`src/rtl/txarb_pkg.sv`:
```
package txarb_pkg;
  typedef enum logic [1:0] {
    GNT_NONE = 2'd0,
    GNT_HI   = 2'd1,
    GNT_LO   = 2'd2
  } grant_e;

  // strobes issued by the control to the count datapath
  typedef struct packed {
    logic takeHi;
    logic takeLo;
  } arb_stb_t;
endpackage

```
`src/rtl/txarb_qstate.sv`:
```
module txarb_qstate (
  input  logic clk,
  input  logic rstN,
  input  logic startCmd,
  input  logic stopCmd,
  input  logic avail,
  input  logic granted,
  input  logic done,
  output logic run,
  output logic stopPend,
  output logic eoq
);
  always_ff @(posedge clk) begin
    if (!rstN) begin
      run      <= 1'b0;
      stopPend <= 1'b0;
      eoq      <= 1'b0;
    end else begin
      eoq <= 1'b0;
      if (startCmd) begin
        run      <= 1'b1;
        stopPend <= 1'b0;
      end else if (run) begin
        if (stopPend && (!granted || done)) begin
          run      <= 1'b0;
          stopPend <= 1'b0;
          eoq      <= 1'b1;
        end else if (!stopPend && !granted && !avail) begin
          run <= 1'b0;
          eoq <= 1'b1;
        end else if (stopCmd) begin
          stopPend <= 1'b1;
        end
      end
    end
  end

  // the running bit never drops without an end-of-queue pulse
  a_r8_fall_has_eoq: assert property (@(posedge clk) disable iff (!rstN)
    $fell(run) |-> eoq);

  // an idle queue that is not started cannot raise end-of-queue
  a_r12_idle_no_eoq: assert property (@(posedge clk) disable iff (!rstN)
    (!run && !startCmd) |=> !eoq);
endmodule

```
`src/rtl/txarb_credit.sv`:
```
module txarb_credit
  import txarb_pkg::*;
#(
  parameter int WCODE_W = 3
) (
  input  logic               clk,
  input  logic               rstN,
  input  logic [WCODE_W-1:0] weightCode,
  input  logic               hiAvail,
  input  arb_stb_t           stb,
  output logic               loDue
);
  localparam int CNT_W = WCODE_W + 1;
  localparam logic [WCODE_W-1:0] STRICT_CODE = '1;

  logic [CNT_W-1:0] hiServed;
  logic [CNT_W-1:0] weightVal;

  always_comb begin
    if (weightCode == '0) weightVal = CNT_W'(1);
    else                  weightVal = {weightCode, 1'b0};
  end

  always_ff @(posedge clk) begin
    if (!rstN) begin
      hiServed <= '0;
    end else if (stb.takeLo || !hiAvail) begin
      hiServed <= '0;
    end else if (stb.takeHi && (hiServed != '1)) begin
      hiServed <= hiServed + CNT_W'(1);
    end
  end

  assign loDue = (weightCode != STRICT_CODE) && (hiServed >= weightVal);

  // both take strobes are never issued together
  a_r3_single_take: assert property (@(posedge clk) disable iff (!rstN)
    !(stb.takeHi && stb.takeLo));
endmodule

```
`src/rtl/txarb_ctrl.sv`:
```
module txarb_ctrl
  import txarb_pkg::*;
(
  input  logic     clk,
  input  logic     rstN,
  input  logic     eligHi,
  input  logic     eligLo,
  input  logic     loDue,
  input  logic     pktDone,
  output grant_e   gnt,
  output arb_stb_t stb
);
  grant_e nextGnt;

  always_comb begin
    stb     = '0;
    nextGnt = gnt;
    if (gnt == GNT_NONE) begin
      if (eligHi && (!eligLo || !loDue)) begin
        stb.takeHi = 1'b1;
        nextGnt    = GNT_HI;
      end else if (eligLo) begin
        stb.takeLo = 1'b1;
        nextGnt    = GNT_LO;
      end
    end else if (pktDone) begin
      nextGnt = GNT_NONE;
    end
  end

  always_ff @(posedge clk) begin
    if (!rstN) gnt <= GNT_NONE;
    else       gnt <= nextGnt;
  end

  // a grant stays put until the packet finishes
  a_r7_grant_held: assert property (@(posedge clk) disable iff (!rstN)
    (gnt != GNT_NONE && !pktDone) |=> $stable(gnt));
endmodule

```
`src/rtl/txarb_weighted.sv`:
```
module txarb_weighted
  import txarb_pkg::*;
#(
  parameter int WCODE_W = 3
) (
  input  logic               clk,
  input  logic               rstN,
  input  logic               hiAvail,
  input  logic               loAvail,
  input  logic               pktDone,
  input  logic [WCODE_W-1:0] weightCode,
  input  logic               startHi,
  input  logic               startLo,
  input  logic               stopHi,
  input  logic               stopLo,
  output logic               grantHi,
  output logic               grantLo,
  output logic               runHi,
  output logic               runLo,
  output logic               eoqHi,
  output logic               eoqLo
);
  localparam int NQ = 2;

  grant_e   gnt;
  arb_stb_t stb;
  logic     loDue;
  logic [NQ-1:0] startV, stopV, availV, grantV, runV, pendV, eoqV, eligV;

  assign startV = {startLo, startHi};
  assign stopV  = {stopLo, stopHi};
  assign availV = {loAvail, hiAvail};
  assign grantV = {gnt == GNT_LO, gnt == GNT_HI};

  for (genvar q = 0; q < NQ; q++) begin : g_queue
    txarb_qstate u_qstate (
      .clk      (clk),
      .rstN     (rstN),
      .startCmd (startV[q]),
      .stopCmd  (stopV[q]),
      .avail    (availV[q]),
      .granted  (grantV[q]),
      .done     (grantV[q] & pktDone),
      .run      (runV[q]),
      .stopPend (pendV[q]),
      .eoq      (eoqV[q])
    );
    assign eligV[q] = runV[q] & availV[q] & ~pendV[q];
  end

  txarb_credit #(.WCODE_W(WCODE_W)) u_credit (
    .clk        (clk),
    .rstN       (rstN),
    .weightCode (weightCode),
    .hiAvail    (hiAvail),
    .stb        (stb),
    .loDue      (loDue)
  );

  txarb_ctrl u_ctrl (
    .clk     (clk),
    .rstN    (rstN),
    .eligHi  (eligV[0]),
    .eligLo  (eligV[1]),
    .loDue   (loDue),
    .pktDone (pktDone),
    .gnt     (gnt),
    .stb     (stb)
  );

  assign grantHi = grantV[0];
  assign grantLo = grantV[1];
  assign runHi   = runV[0];
  assign runLo   = runV[1];
  assign eoqHi   = eoqV[0];
  assign eoqLo   = eoqV[1];

  // grants only go to running queues
  a_r2_hi_grant_running: assert property (@(posedge clk) disable iff (!rstN)
    grantHi |-> runHi);
  a_r2_lo_grant_running: assert property (@(posedge clk) disable iff (!rstN)
    grantLo |-> runLo);

  // strict code hands an idle decision to an eligible high queue
  a_r4_strict_high: assert property (@(posedge clk) disable iff (!rstN)
    (!grantHi && !grantLo && eligV[0] && weightCode == '1) |=> grantHi);
endmodule

```
`config.mk`:
```
export PLATFORM = sky130hd
export DESIGN_NAME = txarb_weighted
export DESIGN_NICKNAME = d
export VERILOG_FILES = /design/src/rtl/txarb_pkg.sv /design/src/rtl/txarb_qstate.sv /design/src/rtl/txarb_credit.sv /design/src/rtl/txarb_ctrl.sv /design/src/rtl/txarb_weighted.sv
export SDC_FILE = /design/constraint.sdc
export NUM_CORES = 1
export LEC_CHECK = 0
export BUFFER_PORTS_ARGS = -buffer_cell sky130_fd_sc_hd__buf_2
export CORE_MARGIN = 2
export CORE_UTILIZATION = 45
export DETAILED_ROUTE_END_ITERATION = 8
export GPL_ROUTABILITY_DRIVEN = 0
export PLACE_DENSITY = 0.69
export RECOVER_POWER = 50
export SYNTH_ARGS = -nofsm -noshare
export SYNTH_HDL_FRONTEND = slang
export SYNTH_SLANG_ARGS = --single-unit
```
`constraint.sdc`:
```
create_clock -name clk -period 3.45 [get_ports clk]
set_input_delay 0.345 -clock clk [delete_from_list [all_inputs] [get_ports clk]]
set_output_delay 0.345 -clock clk [all_outputs]
set_load 0.03 [all_outputs]
```
==> summary by stage <==
Clocking
The root cell of the clock tree is clkbuf_4. The clock-pin slew of the registers on the worst-case setup and hold paths is 0.08 ns. The clock passes through at most 2 buffers. After clock tree synthesis, the setup repair step added 0 buffers. The clock buffer count from CTS is 3. At the later pin of the worst-skew pair, clock insertion delay measures roughly 0.27 ns. The clock drives 12 sinks. The quantity of gates resized following cts is 0. The clock tree from TritonCTS is built.

The number of buffers inserted for hold repair after clock tree synthesis is 0. The number of H-tree branching levels is 1.

Routing
In the routed layout, each cell is associated on average with a via count of 5.63. The final route contains 664 vias. The overall routed net length is 1490 µm. The final routed wire length divided by cell count is 12.6 µm.

For this run, design rule violations remaining after detail routing come to 0. The remaining antenna violation count after routing is 0. After the first detailed-routing iteration, the DRC count stood at 5. The first-pass iteration count of the detailed router is 4.

STA
Setup repair after global routing left no endpoint under its margin. After routing, the total negative slack on setup checks comes to 0 ns. The post-layout worst setup margin is 1.67 ns. On the final layout, the worst clock skew is 0.00440 ns. Headroom to the max-slew limit came out at 75.9%.

At the pin with the least slew margin, the transition time is 0.363 ns. The final count of pins violating max slew is 0. The highest clock rate is approximately 560 MHz. The count of endpoints failing hold in the final timing report is 0. After layout, the minimum clock period comes to 1.78 ns.

The final number of setup-violating endpoints is 0. The final cycle utilization of the critical path is 51.5%.

Synthesis
The synthesized flop and latch total is 12. The flip-flop cell with the highest count after synthesis is dfxtp_1. The number of nets in the synthesized netlist is 98. The sequential area share after synthesis is 33.3%. Among all cell types in the netlist, the one instantiated most often is dfxtp_1. Counting flops with a built-in enable in the synthesized netlist gives 0. Counting distinct cell types in the post-synthesis netlist gives 33.

Averaged over all synthesized cells, the footprint is 8.91 µm². After synthesis, the share of flip-flops with an asynchronous set or reset is 0%. Counting instances in the post-synthesis netlist gives the leading cell types as dfxtp_1, inv_1, a21oi_1. The warning count from the yosys run is 0. Counting every instance in the synthesized netlist gives a little over 80. The largest area contributor in the synthesized netlist is dfxtp_1. The netlist area before placement is 722 µm². The area share of the leading cell type in the synthesized netlist is around a third. Ranked by total cell area, the synthesized netlist is headed by dfxtp_1, ha_1, a21oi_1.

Place
The post-placement worst setup slack is around 1.5 ns. Port buffering added 17 buffers. The detailed placer's ending HPWL is 1140 µm.

Critical path
For the worst setup path, the data arrival time is 1.92 ns. The startpoint class of the critical path is a flip-flop. The required time of the worst setup path is about 3.6 ns. The endpoint type of the worst setup path is a flip-flop. The largest driver fanout on the critical path is 6.

The worst setup path is of the reg -> reg kind.

Power
Summed over all cells, the static leakage comes to 0.376 nW. IR analysis of the VDD net gives a maximum drop of 223 µV. The power density of the placed cells is 363 nW/µm².

Global route
The first global-routing pass estimated approximately 2700 µm of wire. The number of global-route vias before repair was 632. In the global route stage, overall resource usage came out at around a fifth. Entering global routing, the biggest net connects 10 pins. For this run the aggregate overflow at the end of global routing stands at 0. The number of antenna violations at the first check in global routing came to 0.

Flow run
The max-capacitance violation count is 0.

Die
The initialized floorplan defines 14 standard-cell rows. The placeable core region is between 1500 and 2000 µm². The effective utilization at floorplan is 47.9%. The boundary pin count is 18. The area enclosed by the die boundary is 1940 µm².

From left edge to right edge, the die measures 44.1 µm. In this run the vertical extent of the chip is 44.1 µm.

Hold path
The worst hold-check path type is in -> reg.

Final layout
The repair_antennas step left the layout with diodes totalling 0. The proportion of layout cells with a drive suffix above 1 is 26.5%. From synthesis to final layout, the design area changed by 18.9%. The net count of the finished layout is 120.

Run status
The flow ran to the end, and the final reports show no timing, DRC or antenna violations.
## per-stage QoR
step                hold WS [ns]  instance area, µm²  util [%]  instances  total power, mW
detailed placement         0.506                 827      54.9        114            0.205
global route               0.272                 858      57.0        118            0.329
CTS                        0.255                 863      57.3        118            0.316
floorplan                  0.422                 722         -         81            0.187
finish                     0.268                 858      57.0        118            0.311
global placement           0.510                 827      54.9        114            0.204
## worst max-delay path: stages, from the launching register on
cell and delay, ns:
dfxtp_1 0.42, ha_1 0.28, a21oi_1 0.25, o211ai_4 0.14
a211o_1 0.34, o21ai_1 0.14, a21oi_1 0.09
## placed cells by master (no fill, tap or decap), types with 2 or more instances in the layout
| cell type | Yosys | routed |
|---|---|---|
| nor4b_1 | 2 | 2 |
| inv_1 | 9 | 9 |
| a21oi_1 | 7 | 7 |
| and3_1 | 2 | 2 |
| dfxtp_1 | 12 | 12 |
| buf_2 | 0 | 13 |
| nand2_1 | 3 | 3 |
| nand2b_1 | 3 | 3 |
| nor2_1 | 4 | 4 |
| clkbuf_1 | 0 | 4 |
| clkbuf_4 | 0 | 3 |
| nand3b_1 | 3 | 3 |
| ha_1 | 5 | 5 |
| o21ai_0 | 2 | 2 |
| a31oi_1 | 4 | 4 |
| o21ai_1 | 2 | 2 |
| nand3_1 | 3 | 3 |
| nor2b_1 | 2 | 2 |
## state kept, by name, indices dropped and copies added, names as in the netlist
name and count:
g_queue.u_qstate.stopPend 2, u_credit.hiServed 4, g_queue.u_qstate.eoq 2, g_queue.u_qstate.run 2, u_ctrl.gnt 2
## final timing paths
kind,start,endpoint,slack [ns],depth (start not counted)
worst max register to register,u_credit.hiServed[3],u_credit.hiServed[1],1.67,6
worst min register to register,u_ctrl.gnt[0],u_ctrl.gnt[0],0.52,2
worst min-delay path,startHi,g_queue[0].u_qstate.stopPend,0.27,2
worst max-delay path,u_credit.hiServed[3],u_credit.hiServed[1],1.67,6
## area by class of cell
| type | instances | area (µm²) |
|---|---|---|
| clock buffers | 4 | 36.3 |
| fillers | 148 | 648 |
| inverters | 9 | 33.8 |
| multi-input cells | 60 | 448 |
| flip-flops and latches | 12 | 240 |
| well taps | 16 | 20.0 |
| repair buffers | 17 | 80.1 |
## routing by layer
| metal | vias to the layer above | routed length (µm) | share of wire, % | track usage [%] |
|---|---|---|---|---|
| met3 | 2 | 68 | 4.6 | 6.12 |
| met1 | 311 | 649 | 44 | 21.6 |
| met2 | 14 | 753 | 51 | 32.6 |
| met4 | 0 | 13 | 0.88 | 5.45 |
| li1 | 337 | - | - | - |
| met5 | - | 0 | 0 | 0 |
## power breakdown
group	leakage [nW]	switching [mW]	internal (mW)
Sequential	0.0977	0.00470	0.143
Clock	0.0210	0.0461	0.0641
Combinational	0.258	0.0312	0.0224
Total	0.376	0.0820	0.229
## kinds of logic after synthesis
family | Yosys count | synth area share (%)
simple gates | 31 | 27.9
buf+inv | 9 | 4.68
flops | 12 | 33.3
fa+ha+maj | 5 | 8.67
compound gates | 24 | 25.5
Power figures use the tool's default switching activity.
